===== src/rtl/ir_meter_pkg.sv =====
package ir_meter_pkg;
  localparam int unsigned CNT_W      = 8;
  localparam logic        ADDR_CTRL  = 1'b0;
  localparam logic        ADDR_PULSE = 1'b1;

  typedef struct packed {
    logic route_ext;  // bit 4
    logic wide_filt;  // bit 3
    logic rise_en;    // bit 2
    logic fall_en;    // bit 1
  } ctrl_t;
endpackage


===== src/rtl/ir_glitch_filter.sv =====
module ir_glitch_filter #(
  parameter int unsigned SYNC_STAGES = 2,
  parameter int unsigned FILT_SHORT  = 100,
  parameter int unsigned FILT_LONG   = 8000
) (
  input  logic clk_i,
  input  logic rst_ni,
  input  logic raw_i,
  input  logic wide_i,
  output logic rise_o,
  output logic fall_o
);
  localparam int unsigned FC_W = $clog2(FILT_LONG + 1);

  logic [SYNC_STAGES-1:0] sync_q;
  logic                   level_q;
  logic [FC_W-1:0]        run_q;
  logic [FC_W-1:0]        limit;
  logic                   settled;

  assign settled = sync_q[SYNC_STAGES-1];
  assign limit   = wide_i ? FC_W'(FILT_LONG - 1) : FC_W'(FILT_SHORT - 1);

  always_ff @(posedge clk_i or negedge rst_ni) begin
    if (!rst_ni) sync_q <= '0;
    else         sync_q <= {sync_q[SYNC_STAGES-2:0], raw_i};
  end

  // level only moves after settled has differed for limit+1 clocks
  always_ff @(posedge clk_i or negedge rst_ni) begin
    if (!rst_ni) begin
      level_q <= 1'b0;
      run_q   <= '0;
      rise_o  <= 1'b0;
      fall_o  <= 1'b0;
    end else begin
      rise_o <= 1'b0;
      fall_o <= 1'b0;
      if (settled != level_q) begin
        if (run_q >= limit) begin
          level_q <= settled;
          run_q   <= '0;
          rise_o  <= settled;
          fall_o  <= ~settled;
        end else begin
          run_q <= run_q + 1'b1;
        end
      end else begin
        run_q <= '0;
      end
    end
  end
endmodule


===== src/rtl/ir_tick_gen.sv =====
module ir_tick_gen #(
  parameter int unsigned CLK_PER_TICK = 4000
) (
  input  logic clk_i,
  input  logic rst_ni,
  output logic tick_o
);
  localparam int unsigned PC_W = (CLK_PER_TICK > 1) ? $clog2(CLK_PER_TICK) : 1;
  localparam logic [PC_W-1:0] LAST = PC_W'(CLK_PER_TICK - 1);

  logic [PC_W-1:0] pc_q;

  always_ff @(posedge clk_i or negedge rst_ni) begin
    if (!rst_ni) begin
      pc_q   <= '0;
      tick_o <= 1'b0;
    end else begin
      pc_q   <= (pc_q == LAST) ? '0 : pc_q + 1'b1;
      tick_o <= (pc_q == LAST);
    end
  end
endmodule


===== src/rtl/ir_interval_core.sv =====
module ir_interval_core
  import ir_meter_pkg::*;
(
  input  logic             clk_i,
  input  logic             rst_ni,
  input  logic             tick_i,
  input  logic             rise_i,
  input  logic             fall_i,
  input  logic             rise_en_i,
  input  logic             fall_en_i,
  input  logic             ack_i,
  output logic [CNT_W-1:0] cnt_o,
  output logic [CNT_W-1:0] pulse_o,
  output logic             irq_o,
  output logic             ovf_o
);
  localparam logic [CNT_W-1:0] MAX = '1;

  logic qual;
  logic sat_hit;

  assign qual    = (rise_i & rise_en_i) | (fall_i & fall_en_i);
  assign sat_hit = tick_i & ~qual & (cnt_o == MAX - 1'b1);

  always_ff @(posedge clk_i or negedge rst_ni) begin
    if (!rst_ni) begin
      cnt_o   <= '0;
      pulse_o <= '0;
      irq_o   <= 1'b0;
      ovf_o   <= 1'b0;
    end else begin
      if (qual)                      cnt_o <= '0;
      else if (tick_i && cnt_o != MAX) cnt_o <= cnt_o + 1'b1;

      if (ack_i) begin
        irq_o <= 1'b0;
        ovf_o <= 1'b0;
      end
      // capture beats a same-cycle acknowledge
      if (!ovf_o) begin
        if (qual) begin
          pulse_o <= cnt_o;
          irq_o   <= 1'b1;
        end else if (sat_hit) begin
          pulse_o <= MAX;
          irq_o   <= 1'b1;
          ovf_o   <= 1'b1;
        end
      end
    end
  end
endmodule


===== src/rtl/ir_interval_meter.sv =====
module ir_interval_meter
  import ir_meter_pkg::*;
#(
  parameter int unsigned CLK_PER_TICK = 4000,
  parameter int unsigned FILT_SHORT   = 100,
  parameter int unsigned FILT_LONG    = 8000
) (
  input  logic       clk_i,
  input  logic       rst_ni,
  input  logic       ir_raw_i,
  input  logic       ext_irq_pin_i,
  input  logic       reg_wr_i,
  input  logic       reg_addr_i,
  input  logic [7:0] reg_wdata_i,
  output logic [7:0] reg_rdata_o,
  output logic       irq_o
);
  ctrl_t            ctrl_q;
  logic             rise_w, fall_w, tick_w, ack_w;
  logic             irq_flag_w, ovf_w;
  logic [CNT_W-1:0] cnt_w, pulse_w;
  logic             unused_wdata;

  assign unused_wdata = ^{reg_wdata_i[7:5], reg_wdata_i[0]};
  assign ack_w        = reg_wr_i & (reg_addr_i == ADDR_PULSE);

  always_ff @(posedge clk_i or negedge rst_ni) begin
    if (!rst_ni)                                 ctrl_q <= '0;
    else if (reg_wr_i && reg_addr_i == ADDR_CTRL) ctrl_q <= ctrl_t'(reg_wdata_i[4:1]);
  end

  ir_glitch_filter #(
    .SYNC_STAGES(2),
    .FILT_SHORT (FILT_SHORT),
    .FILT_LONG  (FILT_LONG)
  ) u_filt (
    .clk_i (clk_i),
    .rst_ni(rst_ni),
    .raw_i (ir_raw_i),
    .wide_i(ctrl_q.wide_filt),
    .rise_o(rise_w),
    .fall_o(fall_w)
  );

  ir_tick_gen #(.CLK_PER_TICK(CLK_PER_TICK)) u_tick (
    .clk_i (clk_i),
    .rst_ni(rst_ni),
    .tick_o(tick_w)
  );

  ir_interval_core u_core (
    .clk_i    (clk_i),
    .rst_ni   (rst_ni),
    .tick_i   (tick_w),
    .rise_i   (rise_w),
    .fall_i   (fall_w),
    .rise_en_i(ctrl_q.rise_en),
    .fall_en_i(ctrl_q.fall_en),
    .ack_i    (ack_w),
    .cnt_o    (cnt_w),
    .pulse_o  (pulse_w),
    .irq_o    (irq_flag_w),
    .ovf_o    (ovf_w)
  );

  assign reg_rdata_o = (reg_addr_i == ADDR_PULSE) ? pulse_w : {3'b000, ctrl_q, 1'b0};
  assign irq_o       = ctrl_q.route_ext ? ext_irq_pin_i : irq_flag_w;
endmodule


===== config.mk =====
export PLATFORM = sky130hd
export DESIGN_NAME = ir_interval_meter
export DESIGN_NICKNAME = d
export VERILOG_FILES = /design/src/rtl/ir_meter_pkg.sv /design/src/rtl/ir_glitch_filter.sv /design/src/rtl/ir_tick_gen.sv /design/src/rtl/ir_interval_core.sv /design/src/rtl/ir_interval_meter.sv
export SDC_FILE = /design/constraint.sdc
export NUM_CORES = 1
export LEC_CHECK = 0
export ABC_AREA = 0
export BUFFER_PORTS_ARGS = -buffer_cell sky130_fd_sc_hd__clkbuf_2
export CAP_MARGIN = 5
export CORE_ASPECT_RATIO = 1.1
export CORE_MARGIN = 1
export CORE_UTILIZATION = 60
export CTS_BUF_LIST = sky130_fd_sc_hd__clkbuf_8
export CTS_CLUSTER_SIZE = 28
export DETAILED_ROUTE_END_ITERATION = 10
export PLACE_DENSITY = 0.84
export SKIP_CTS_REPAIR_TIMING = 1
export SYNTH_ARGS = -nofsm -noshare
export SYNTH_HDL_FRONTEND = slang
export SYNTH_SLANG_ARGS = --single-unit
export TNS_END_PERCENT = 20

===== constraint.sdc =====
create_clock -name clk_i -period 5 [get_ports clk_i]
set_input_delay 0.25 -clock clk_i [delete_from_list [all_inputs] [get_ports clk_i]]
set_output_delay 0.25 -clock clk_i [all_outputs]
set_load 0.05 [all_outputs]

==> run_results.csv <==
group,metric,value,unit
clock_network,clk_pin_slew_worst_paths,90,ps
yosys,synth_area,2615,sq um
grt,use_met2,37.96,%
worst_setup_path,crit_path_max_incr_delay,400,ps
worst_setup_path,cp_max_fo,10,
worst_setup_path,r2r_start,"ctrl_q[2]",
layout,fin_util,69.49,%
routing,vias_per_cell,5.765,
power,p_clk_share,32.2,%
yosys,synth_cell_types,44,
clock_network,cts_buffer_depth,2,
grt,antenna_found_initial,0,
routing,antenna_left,0,
power,combPwrFrac,8.4,%
grt,busiest_layer,"met2",
grt,grt_pass1_wl,7893,microns
yosys,synthCells,242,
yosys,yosysTopAreaCell,"dfrtp_1",
routing,wl,4534,microns
worst_hold_path,hp-class,"input pin to async pin",
yosys,yosys_most_used_dff,"dfrtp_1",
power,powerDensity,262.7,nW/um^2
worst_setup_path,cp.required,5190,ps
clock_network,tritoncts,"yes",
die,die-area,4627,sq um
grt,overflow,0,
yosys,synth_seq_cells,53,
place,place_congestion,0.7992,
power,seqPwrFrac,59.4,%
sta,drv_slew,0,
yosys,ys_warn_count,0,
worst_setup_path,crit_family,"simple AND/OR/NAND/NOR gates",
power,switching_power,0.1902,mW
worst_setup_path,cp-end-kind,"flop",
clock_network,htreeDepth,2,
worst_setup_path,startpoint,"ctrl_q[2]",
die,die_h,71.24,microns
sta,rsz0062_at_grt,"false",
routing,wl_per_cell,14.39,microns
layout,syn_to_final_growth,8.517,%
grt,track_usage,22.76,%
status,outcome,"complete, no violations",
clock_network,cts_buffers,5,
sta,finalCritPeriodShare,45.13,%
yosys,seq_area_frac_synth,50.72,%
die,ioPinCount,23,
routing,vias,1816,
place,io_buffer_count,18,
power,cellLeakagePower,1.346,nW
sta,skew,8.212,ps
yosys,yosysTopAreaCellShare,50.72,%
die,core_area,4084,sq um
routing,dr.pass1.iters,4,
yosys,synth-edff-count,0,
yosys,synthTopCellsByArea,"dfrtp_1 51%, ha_1 6.2%, xnor2_1 5.0%",
layout,nets,289,
routing,drc,0,
sta,finalHoldViolCount,0,
die,num_rows,24,
worst_setup_path,arrival,2450,ps
clock_network,clk_latency,300,ps
worst_setup_path,critPathLaunchType,"flop",
worst_setup_path,critPathKind,"flop to flop",
yosys,avgSynthCellArea,10.81,sq um
grt,grt_use_met3,5.255,%
clock_network,cts_root_buffer,"clkbuf_8",
sta,worst_slew_pin_slew,647.6,ps
routing,dr.first_iter.drc_count,83,
flow_run,cap_violations,0,
worst_setup_path,cp_cell_sequence,"inv_1 -> ha_1 -> a211oi_1 -> nor2_1 -> nor3_1 -> nor2b_2 -> mux2_2",
die,start_util,64.03,%
yosys,synthArstFlopShare,100.0,%
sta,timing.max_slew.rel_slack,56.83,%
grt,grt_max_degree,54,
sta,whs,49.69,ps
layout,drive_above_1_share,16.73,%
sta,setup_viol,0,
clock_network,clock_sinks,53,
die,die_w,64.95,microns
power,vdd_ir_drop_max,187.5,uV
place,dpl.hpwl,3209,microns
sta,fin_crit,2256,ps
grt,grt_use_met1,29.98,%
worst_setup_path,cp_slowest_cell,"dfrtp_1",
yosys,synth_nets,269,
power,internal_power,0.5552,mW
power,switching_share,25.51,%
layout,antenna_cells,0,
grt,first_global_vias,1808,
sta,max_freq,0.4432,GHz
worst_setup_path,crit_buf_inv,1,
sta,fin_tns_setup,0,ps
-- flip-flops by register name, indices dropped and copies added, names as in the netlist --
signal          flops
u_core.ovf_o        1
u_core.pulse_o      8
u_tick.tick_o       1
u_filt.rise_o       1
u_core.cnt_o        8
u_filt.level_q      1
u_tick.pc_q        12
ctrl_q              4
u_filt.fall_o       1
u_core.irq_o        1
u_filt.run_q       13
u_filt.sync_q       2
-- placed cells by master, fill, tap and decap left out, types with 2 or more instances in the layout --
| master | n |
|---|---|
| ha_1 | 13 |
| nand3_1 | 12 |
| mux2_2 | 8 |
| inv_1 | 6 |
| dfrtp_1 | 53 |
| and4_1 | 2 |
| nor2_1 | 34 |
| nor3b_1 | 2 |
| o22a_1 | 8 |
| o21ai_0 | 5 |
| and2_1 | 4 |
| nor4_1 | 2 |
| nor2b_1 | 2 |
| a21oi_1 | 6 |
| and3_1 | 3 |
| xnor2_1 | 15 |
| clkbuf_8 | 5 |
| nand4_1 | 6 |
| and2_4 | 2 |
| clkbuf_2 | 18 |
| nand2_1 | 16 |
| nor3_1 | 7 |
| xor2_1 | 11 |
-- cells in the mapped netlist, types with 4 or more instances --
| library cell | instances |
|---|---|
| dfrtp_1 | 53 |
| nor2_1 | 34 |
| nand2_1 | 16 |
| xnor2_1 | 15 |
| ha_1 | 13 |
| nand3_1 | 12 |
| xor2_1 | 11 |
| mux2_2 | 8 |
| o22a_1 | 8 |
| nor3_1 | 7 |
| a21oi_1 | 6 |
| inv_1 | 6 |
| nand4_1 | 6 |
| o21ai_0 | 5 |
| and2_1 | 4 |
-- final timing paths --
kind	to	slack [ps]	cells after the start
min reg2reg	u_filt.sync_q[1]	360	0
min in group clk_i	u_filt.sync_q[0]	50	1
max reg2reg	u_filt.level_q	2740	7
max in group asynchronous	u_tick.pc_q[8]	4520	2
max	u_filt.level_q	2740	7
min	u_filt.run_q[3]	50	2
-- cell families after synthesis --
family | Yosys count | share of synthesized area, %
buffers and inverters | 12 | 2.009
xor gates and xnor gates | 26 | 8.708
AOI/OAI and AO/OA | 27 | 7.704
DFF | 53 | 50.72
and+or+nand+nor | 103 | 21.20
adders and majority gates | 13 | 6.220
muxes | 8 | 3.445
-- power by group through the flow --
stage,logic (mW),clock network [mW],registers (mW)
2_1_floorplan,0.0410,0,0.449
3_3_place_gp,0.0607,0,0.451
3_5_place_dp,0.0632,0,0.451
4_1_cts,0.0638,0.244,0.443
5_1_grt,0.0692,0.263,0.444
6_report,0.0627,0.240,0.443
-- per-stage QoR --
stage                     instances  setup slack, ps  cell area [sq um]  total power [mW]
after floorplan                 242             3063               2615            0.4898
after global placement          307             2789               2748            0.5121
after detailed placement        307             2742               2748            0.5145
after CTS                       315             2722               2838            0.7506
after global routing            315             2473               2838            0.7761
final                           315             2744               2838            0.7454
-- cell type report --
class / instances / area, sq um
Clock buffer: 5 / 68.82
Clock inverter: 3 / 21.27
Fill cell: 315 / 1246
Inverter: 6 / 22.52
Multi-Input combinational cell: 177 / 1236
Sequential cell: 53 / 1326
Tap cell: 52 / 65.06
Timing Repair Buffer: 19 / 97.59
-- per-layer routing --
metal	up-vias	part of all wire (%)	wire length, microns
li1	883	-	-
met1	891	46	2084
met2	40	50	2263
met3	2	3.6	164
met4	0	0.49	22
met5	-	0	0
-- worst reg2reg max path, stage by stage, from the launching register on --
cell and delay, ps:
dfrtp_1 400, inv_1 270, ha_1 320, a211oi_1 200, nor2_1 70, nor3_1 270, nor2b_2 280, mux2_2 350
(Power assumes the default switching activity.)
